$ cat config.mk
export PLATFORM = sky130hd
export DESIGN_NAME = ioport_router
export DESIGN_NICKNAME = d
export VERILOG_FILES = /design/src/rtl/ioport_router.sv
export SDC_FILE = /design/constraint.sdc
export NUM_CORES = 1
export LEC_CHECK = 0
export ABC_AREA = 1
export CORE_ASPECT_RATIO = 0.7
export CORE_MARGIN = 1.5
export CORE_UTILIZATION = 37
export DETAILED_ROUTE_END_ITERATION = 12
export PLACE_DENSITY_LB_ADDON = 0.15
export SLEW_MARGIN = 15
export SYNTH_ARGS = -nofsm -noshare
export SYNTH_HDL_FRONTEND = slang
export SYNTH_SLANG_ARGS = --single-unit
$ cat constraint.sdc
create_clock -name clk -period 1.45 [get_ports clk]
set_input_delay 0.2175 -clock clk [delete_from_list [all_inputs] [get_ports clk]]
set_output_delay 0.2175 -clock clk [all_outputs]
set_load 0.005 [all_outputs]
$ cat src/rtl/ioport_router.sv
module ioport_router #(
  parameter int          ADDR_W    = 64,
  parameter int          PORT_W    = 16,
  parameter int          DATA_W    = 32,
  parameter logic [63:0] IO_BASE   = 64'h8000_0000_0000_0000,
  parameter logic [63:0] PCI_BASE  = 64'hC000_0000_0000_0000,
  parameter logic [15:0] SEL_PORT  = 16'h0CF8,
  parameter logic [15:0] DATA_PORT = 16'h0CFC
) (
  input  logic              clk,
  input  logic              rst_n,
  input  logic              acc_valid,
  input  logic [PORT_W-1:0] acc_port,
  input  logic [2:0]        acc_size,
  input  logic              acc_write,
  input  logic [DATA_W-1:0] acc_wdata,
  output logic [ADDR_W-1:0] phys_addr,
  output logic              uncached,
  output logic              int_reg,
  output logic [DATA_W-1:0] rdata
);

  logic [DATA_W-1:0] sel_q;
  logic              sel_hit, data_hit, sel_load;
  logic [ADDR_W-1:0] io_addr, pci_addr;

  assign sel_hit  = acc_valid && (acc_port == SEL_PORT) && (acc_size == 3'd4);
  assign data_hit = acc_valid && !sel_hit && ({acc_port[PORT_W-1:2], 2'b00} == DATA_PORT);
  assign sel_load = sel_hit && acc_write;

  assign io_addr  = IO_BASE | {{(ADDR_W-PORT_W){1'b0}}, acc_port};
  assign pci_addr = PCI_BASE | {{(ADDR_W-DATA_W+1){1'b0}}, sel_q[DATA_W-2:2], acc_port[1:0]};

  always_comb begin
    if (!acc_valid || sel_hit)          phys_addr = '0;
    else if (data_hit && sel_q[DATA_W-1]) phys_addr = pci_addr;
    else                                 phys_addr = io_addr;
  end

  assign uncached = acc_valid && !sel_hit;
  assign int_reg  = sel_hit;
  assign rdata    = (sel_hit && !acc_write) ? sel_q : '0;

  always_ff @(posedge clk or negedge rst_n) begin
    if (!rst_n)        sel_q <= '0;
    else if (sel_load) sel_q <= acc_wdata;
  end

  assert_sel_load_R2: assert property (@(posedge clk) disable iff (!rst_n)
    (acc_valid && acc_write && acc_port == SEL_PORT && acc_size == 3'd4) |=> (sel_q == $past(acc_wdata)));

  assert_sel_hold_R3: assert property (@(posedge clk) disable iff (!rst_n)
    !(acc_valid && acc_write && acc_port == SEL_PORT && acc_size == 3'd4) |=> $stable(sel_q));

  assert_flag_excl_R4: assert property (@(posedge clk) disable iff (!rst_n)
    acc_valid |-> (int_reg != uncached));

  assert_pci_low_R5: assert property (@(posedge clk) disable iff (!rst_n)
    (data_hit && sel_q[DATA_W-1]) |-> (phys_addr[1:0] == acc_port[1:0] && phys_addr[ADDR_W-1:ADDR_W-2] == PCI_BASE[63:62]));

  assert_idle_R8: assert property (@(posedge clk) disable iff (!rst_n)
    !acc_valid |-> (phys_addr == '0 && !uncached && !int_reg && rdata == '0));

endmodule

## Yosys cells after proc, flatten, opt, wreduce, memory -nomap -nowiden

Index checks and enable logic that the tools add are counted.

- Flip-flop bits (word level): 32
- Input port bits: 55
- Word-level logic and storage cells: 18
- Output and inout bits: 98

- Equal/unequal tests: 3
- Reduce and logical (&&, ||, !) cells: 11
- Mux-type cells: 3

Operators by type and width:

| kind | number |
|---|---|
| 2-to-1 mux 64 bit | 1 |
| 2-to-1 mux 63 bit | 1 |
| 2-to-1 mux 32 bit | 1 |
| == test 16 x 12 -> 1 bit (second input constant) | 1 |
| == test 14 x 10 -> 1 bit (second input constant) | 1 |
| logical AND 1 bit | 7 |
| == test 3 bit (second input constant) | 1 |
| zero test 1 bit | 3 |
| logical OR 1 bit | 1 |

## Depth between registers and ports, before layout

Gate-level depths: netlist of run 1.

- Word-level depth: 9
- Gate-level depth with buffers: 9
- Depth with buffers taken out: 9

## Worst setup path after synthesis of run 1

No wires, ideal clock.

- Path type: input to output
- From: in acc_port[13]
- To: out phys_addr[63]
- Required time: 1,233 ps
- Stages: 7
- Path buffers: 1
- Arrival: 1,124 ps
- Slack: 109 ps
- Path through: nor2_1 nand2_1 nor2_8 nand3_4 nand2_2 inv_1 buf_4

- Cells in the longest elaborated chain, start to end: 5

RTL lines:

| what | RTL line | source |
|---|---|---|
| start, declared | 13 | `input logic [PORT_W-1:0] acc_port,` |
| == test 16 x 12 -> 1 bit | 27 | `assign sel_hit = acc_valid && (acc_port == SEL_PORT) && (acc_size == 3'd4);` |
| logical AND 1 bit (2 in series) | 27 |  |
| logical OR 1 bit | 35 | `if (!acc_valid \|\| sel_hit) phys_addr = '0;` |
| 2-to-1 mux 64 bit | 35 |  |
| end, declared | 17 | `output logic [ADDR_W-1:0] phys_addr,` |

No other way between the ends.

## Final worst setup path of run 1

- From: in acc_port[8]
- To: out rdata[14]

- Cells in the longest elaborated chain, start to end: 5

RTL lines:

| what | RTL line | source |
|---|---|---|
| == test 16 x 12 -> 1 bit | 27 |  |
| logical AND 1 bit (2 in series) | 27 |  |
| logical AND 1 bit | 42 | `assign rdata = (sel_hit && !acc_write) ? sel_q : '0;` |
| 2-to-1 mux 32 bit | 42 |  |
| end, declared | 20 | `output logic [DATA_W-1:0] rdata` |

No other way between the ends.

==> flow_summary.json, run 1 <==
{
  "io_pins": 153,
  "drtIter0Drc": 176,
  "slew_violations": 0,
  "ir_worst_vdd_v": 0.000333,
  "rsz0062_at_grt": "true",
  "largest_register": "sel_q",
  "core_area_mm2": 0.00622,
  "drt-total-wl_um": 9470,
  "synthesis.area_mm2": 0.00238,
  "layout_commonest_cell": "buf_2",
  "clk_pin_slew_ns": 0.07,
  "cp.depth": 11,
  "p_switching_w": 0.000546,
  "synth_seq_cells": 32,
  "p_leak_nw": 2.30,
  "diodes": 0,
  "finalPower_w": 0.00227,
  "critPathKind": "in -> out",
  "viasPerCell": 4.77,
  "min_period_ns": 1.85,
  "skew_ns": 0,
  "synth_xor_area_frac": 0,
  "arrival_ns": 1.63,
  "start_util": 0.383,
  "startpoint_type": "input pin",
  "cts_tree": "done",
  "die_w_um": 98.9,
  "synth_edf_count": 0,
  "htree_levels": 2,
  "clockPowerShare": 0.418,
  "cp_max_fo": 6,
  "clock_path_buffers": 2,
  "grt_overflow_total": 0,
  "antenna_found_initial": 0,
  "route.vias.total": 2898,
  "comb_power_share": 0.188,
  "synth.area.mux_share": 0,
  "grt_use_total": 0.251,
  "die_y_um": 70.2,
  "die_area_mm2": 0.00694,
  "switching_share": 0.241,
  "reg_top3": "sel_q x32",
  "synth_ff_type": "dfrtp_1",
  "fin_hold_ws_ns": 0.474,
  "hold_viol": 0,
  "ys_types": 24,
  "grt_pass1_vias": 2648,
  "rr_worst_depth": 3,
  "clk_latency_ns": 0.28,
  "synth_adder_area_share": 0,
  "fin_crit_sh": 1.27,
  "post_drt_wl_per_cell_um": 15.6,
  "antenna_left": 0,
  "slowest_stage": "nor2_4",
  "cpPeakStageDelay_ns": 0.18,
  "fin_nets": 583,
  "synth-simple-area-share": 0.427,
  "utilization": 0.737,
  "cp-end-kind": "output pin",
  "critPathBufInv": 6,
  "synth-compound-area-share": 0.0147,
  "grt_pass1_wl_um": 13600,
  "cellPowerDensity_mw_per_mm2": 495,
  "numPortBuffers": 121,
  "place.gp.congestion": 0.854,
  "fin_setup_tns_ns": -21.79,
  "cts-root-buf": "clkbuf_8",
  "synth_area_per_cell_um2": 6.89,
  "layout-drive-gt1-share": 0.512,
  "hold_class": "reg -> reg",
  "fmax_mhz": 542,
  "syn2layout_area_growth_pct": 92.2,
  "worstPathCellList": "buf_8, nor2_4, buf_6, nand3_4, nor2_4, nand3b_4, buf_6, buf_16, buf_6, nor2_4, buf_2",
  "required_ns": 1.23,
  "rows": 24,
  "syn_inst": 346,
  "synth_top_family_by_area": "simple AND/OR/NAND/NOR gates",
  "violations": "design-rule violations, negative setup slack",
  "p_int_w": 0.00172,
  "firstDrtPassIters": 10,
  "drc": 8,
  "layout_common_cells": "69 x buf_2, 67 x nand2_1, 41 x buf_6",
  "yosys_warnings": 0,
  "async_reset_ff_frac": 1.00,
  "largest_reg_flops": 32,
  "grt_max_degree": 34,
  "finalWorstSetupSlack_ns": -0.396,
  "crit_family": "buffers and inverters",
  "yosysSeqAreaShare": 0.336,
  "hpwl_um": 5310,
  "min_delay_path_depth": 2,
  "p_seq_frac": 0.394,
  "drv_cap": 0,
  "cts_buffers": 5,
  "cts_sinks": 32,
  "run_status": "complete, but fails checks",
  "setup_viol": 99
}
## what timing repair did
item	4_1_cts	5_1_grt
buffers inserted	34	16
cloned	4	0
setup endpoints to repair	99	99
gates resized for setup	432	94
hold buffers	1	0
hold endpoints to repair	32	0
pin swaps	31	16
## synth_stat cells, types with 2 or more instances
library cell  count  share of area
a21oi_1           6          0.013
buf_2            10          0.021
buf_4            36           0.11
clkbuf_1          4         0.0063
dfrtp_1          32           0.34
inv_1            46          0.072
nand2_1          74           0.12
nand2_2           2         0.0052
nand3_1          11          0.023
nand3_4           2          0.015
nand4_1          38           0.10
nor2_1           62          0.098
nor2_2            9          0.024
nor2_4            4          0.019
## final timing paths
| kind | start | to | slack, ns |
|---|---|---|---|
| setup / recovery | acc_port[8] | rdata[14] | -0.40 |
| hold / removal | sel_q[1]$_DFFE_PN0P_ | sel_q[1]$_DFFE_PN0P_ | 0.47 |
| hold reg to reg | sel_q[1]$_DFFE_PN0P_ | sel_q[1]$_DFFE_PN0P_ | 0.47 |
| min in group asynchronous | rst_n | sel_q[30]$_DFFE_PN0P_ | 0.49 |
| setup reg to reg | sel_q[31]$_DFFE_PN0P_ | sel_q[31]$_DFFE_PN0P_ | 0.69 |
| max in group asynchronous | rst_n | sel_q[16]$_DFFE_PN0P_ | 0.64 |
## power groups by stage
stage                     Sequential, W  Clock, W  Combinational [W]
after floorplan                0.000910         0           0.000152
after global placement         0.000909         0           0.000347
after detailed placement       0.000909         0           0.000347
after CTS                      0.000892  0.000959           0.000393
after global routing           0.000892  0.000995           0.000455
final                          0.000892  0.000947           0.000427
## logic make-up (layout without fill, tap and decap cells)
logic type,Yosys count,after routing
buffers and inverters,98,250
AOI/OAI and AO/OA,7,7
other,1,31
DFF,32,32
and+or+nand+nor,208,209
## layout make-up
cell class              count  area, um2
clock buffers               7       96.3
clock inverters             1       30.0
fillers                   481       1640
inverters                  47        181
multi-input cells         247       1650
flip-flops and latches     32        801
well taps                  78       97.6
repair buffers            195       1720
## metrics by stage
step / cells / worst slack [ns] / cell area (um2)
5_1_grt: 607 / -0.432 / 4580
3_5_place_dp: 548 / -1.02 / 3680
4_1_cts: 595 / -0.505 / 4220
6_report: 607 / -0.396 / 4580
3_3_place_gp: 548 / -1.02 / 3680
2_1_floorplan: 376 / 0.109 / 2500
## metal layers
layer,global-route usage,part of all wire,up-vias
met5,0,0,-
met4,0.0444,0.021,0
met3,0.0541,0.087,23
met2,0.400,0.47,147
met1,0.354,0.43,1341
li1,-,-,1387
## worst register-to-register path, delay by kind of cell, from the launching register on
kind,cells,cell delay [ns]
buffers and inverters,1,0.15
DFF,1,0.40
and+or+nand+nor,2,0.10
No activity file was read; power rests on OpenSTA's default activity.
==> run 2: changes to the inputs <==
- CORE_UTILIZATION: 37 -> 41
- CTS_BUF_LIST: default -> sky130_fd_sc_hd__clkbuf_8
- clock period: 1.45 -> 2.15 ns (I/O delays scaled with it)
==> run 2 against run 1 <==
Net effect:
- the flow finishes with violations (negative setup slack)
- non-clock buffer count is 32 lower
- first-iteration DRC count fell by 38%
- register-to-register slack gained 0.79 ns
- combinational power is 45% lower
- sequential power fell by 33%
- clock skew unchanged
- sequential share of layout area up 2.3 points
- design area down 12%
==> flow_summary.json, run 2 (synthesized netlist as in run 1, its figures left out) <==
{
  "syn2layout_area_growth_pct": 69.8,
  "skew_ns": 0,
  "die_y_um": 66.8,
  "antenna_found_initial": 0,
  "use_met1": 0.322,
  "place.gp.congestion": 0.851,
  "cts_buffers": 5,
  "setup_viol": 5,
  "io_pins": 153,
  "grt_max_degree": 34,
  "rows": 23,
  "cellPowerDensity_mw_per_mm2": 325,
  "run_status": "complete, but fails checks",
  "cts_tree": "done",
  "fin_nets": 550,
  "top_usage_layer": "met2",
  "clk_latency_ns": 0.28,
  "grt_overflow_total": 0,
  "arrival_ns": 1.91,
  "cts-root-buf": "clkbuf_8",
  "die_w_um": 94.1,
  "numPortBuffers": 121,
  "start_util": 0.420,
  "use_met2": 0.381,
  "slew_violations": 0,
  "rsz0062_at_grt": "true",
  "fmax_mhz": 447,
  "drtIter0Drc": 109,
  "layout_commonest_cell": "nand2_1",
  "cp-end-kind": "output pin",
  "cts_hold_buffers": 0,
  "p_leak_nw": 2.53,
  "drc": 0,
  "route.vias.total": 2671,
  "layout-drive-gt1-share": 0.214,
  "drt-total-wl_um": 7760,
  "use_met3": 0.0616,
  "fill_cells": 497,
  "required_ns": 1.83,
  "clock_path_buffers": 2,
  "ir_worst_vdd_v": 0.000227,
  "fin_setup_tns_ns": -0.112,
  "finalNonFillerCells": 571,
  "fin_crit_sh": 1.04,
  "post-place-cells": 542,
  "startpoint_type": "input pin",
  "drv_cap": 0,
  "antenna_left": 0,
  "violations": "negative setup slack",
  "critPathKind": "in -> out",
  "clk_pin_slew_ns": 0.07,
  "grt_pass1_wl_um": 11500,
  "largest_reg_flops": 32,
  "fin_hold_ws_ns": 0.114,
  "hpwl_um": 5290,
  "grt_pass1_vias": 2393,
  "tightest_slew_ns": 0.763,
  "grt_use_total": 0.239,
  "slew_headroom": 0.491,
  "finalWorstSetupSlack_ns": -0.0868,
  "cp_max_fo": 16,
  "die_area_mm2": 0.00629,
  "reg_top3": "sel_q x32",
  "post_drt_wl_per_cell_um": 13.6,
  "core_area_mm2": 0.00567,
  "largest_register": "sel_q",
  "hold_viol": 0,
  "min_period_ns": 2.24,
  "cts_sinks": 32,
  "diodes": 0,
  "hold_class": "in -> async",
  "viasPerCell": 4.68,
  "htree_levels": 2,
  "layout_common_cells": "70 x nand2_1, 51 x nor2_1, 45 x inv_1",
  "firstDrtPassIters": 4
}
==> run 2: cell types whose count changed in the layout (fill, tap and decap cells not counted), moves of 6 or more <==
cell,delta
buf_2,-62
nor2_1,+39
buf_6,-34
nor2_4,-34
dlymetal6s2s_1,+31
dlygate4sd2_1,+20
clkdlybuf4s15_1,+18
nand3_1,+8
a21oi_1,+6
a21oi_2,-6
inv_1,+6
==> run 2: through the flow <==
step / utilization / power, W / worst slack [ns] / area (um2)
2_1_floorplan: - / 0.000716 / 0.599 / 2500
3_3_place_gp: 0.640 / 0.000844 / -0.455 / 3630
3_5_place_dp: 0.640 / 0.000845 / -0.536 / 3630
4_1_cts: 0.685 / 0.00132 / -0.236 / 3880
5_1_grt: 0.714 / 0.00138 / -0.166 / 4050
6_report: 0.714 / 0.00132 / -0.0868 / 4050
==> run 2: worst paths after layout <==
kind / startpoint / endpoint / slack [ns] / cells past startpoint
max: acc_port[6] / rdata[25] / -0.09 / 9
min: rst_n / sel_q[31]$_DFFE_PN0P_ / 0.11 / 1
max reg2reg: sel_q[7]$_DFFE_PN0P_ / sel_q[7]$_DFFE_PN0P_ / 1.48 / 2
min reg2reg: sel_q[1]$_DFFE_PN0P_ / sel_q[1]$_DFFE_PN0P_ / 0.47 / 2
max in group asynchronous: rst_n / sel_q[16]$_DFFE_PN0P_ / 1.56 / 1
min in group clk: sel_q[1]$_DFFE_PN0P_ / sel_q[1]$_DFFE_PN0P_ / 0.47 / 2
==> run 2: report_power, final <==
part / total (W) / internal [W] / leakage (nW) / switching, W
logic: 0.000233 / 0.000126 / 2.03 / 0.000107
clock network: 0.000481 / 0.000255 / 0.0510 / 0.000225
registers: 0.000602 / 0.000602 / 0.447 / 0.0000000123
==> run 2: worst max-delay path: stages <==
cell and delay, ns:
dlygate4sd2_1 0.21, nand2_1 0.10, nor2_2 0.11, nand3_2 0.11, nor2_4 0.17, nand3b_4 0.12
buf_12 0.16, nor2_1 0.09, clkdlybuf4s50_1 0.50
==> run 2: cell type report <==
| type | count | area, um2 | area share |
|---|---|---|---|
| inverter | 47 | 176 | 0.0436 |
| sequential | 32 | 801 | 0.198 |
| clock buffer | 6 | 82.6 | 0.0204 |
| timing repair buffer | 163 | 1630 | 0.404 |
| multi-input combinational | 246 | 1250 | 0.309 |
| clock inverter | 2 | 10.0 | 0.00247 |
| tap | 75 | 93.8 | 0.0232 |
==> run 2: repair_timing <==
| action | 4_1_cts | 5_1_grt |
|---|---|---|
| resized for setup | 113 | 65 |
| setup buffers | 14 | 6 |
| pin swaps | 14 | 16 |
| setup endpoints to repair | 67 | 65 |
| gates cloned | 1 | 0 |
| hold endpoints to repair | 0 | 0 |
==> run 2: routing by layer <==
layer | share of wire | vias up
met5 | 0 | -
met4 | 0.014 | 0
met3 | 0.072 | 17
met2 | 0.47 | 111
met1 | 0.44 | 1224
li1 | - | 1319
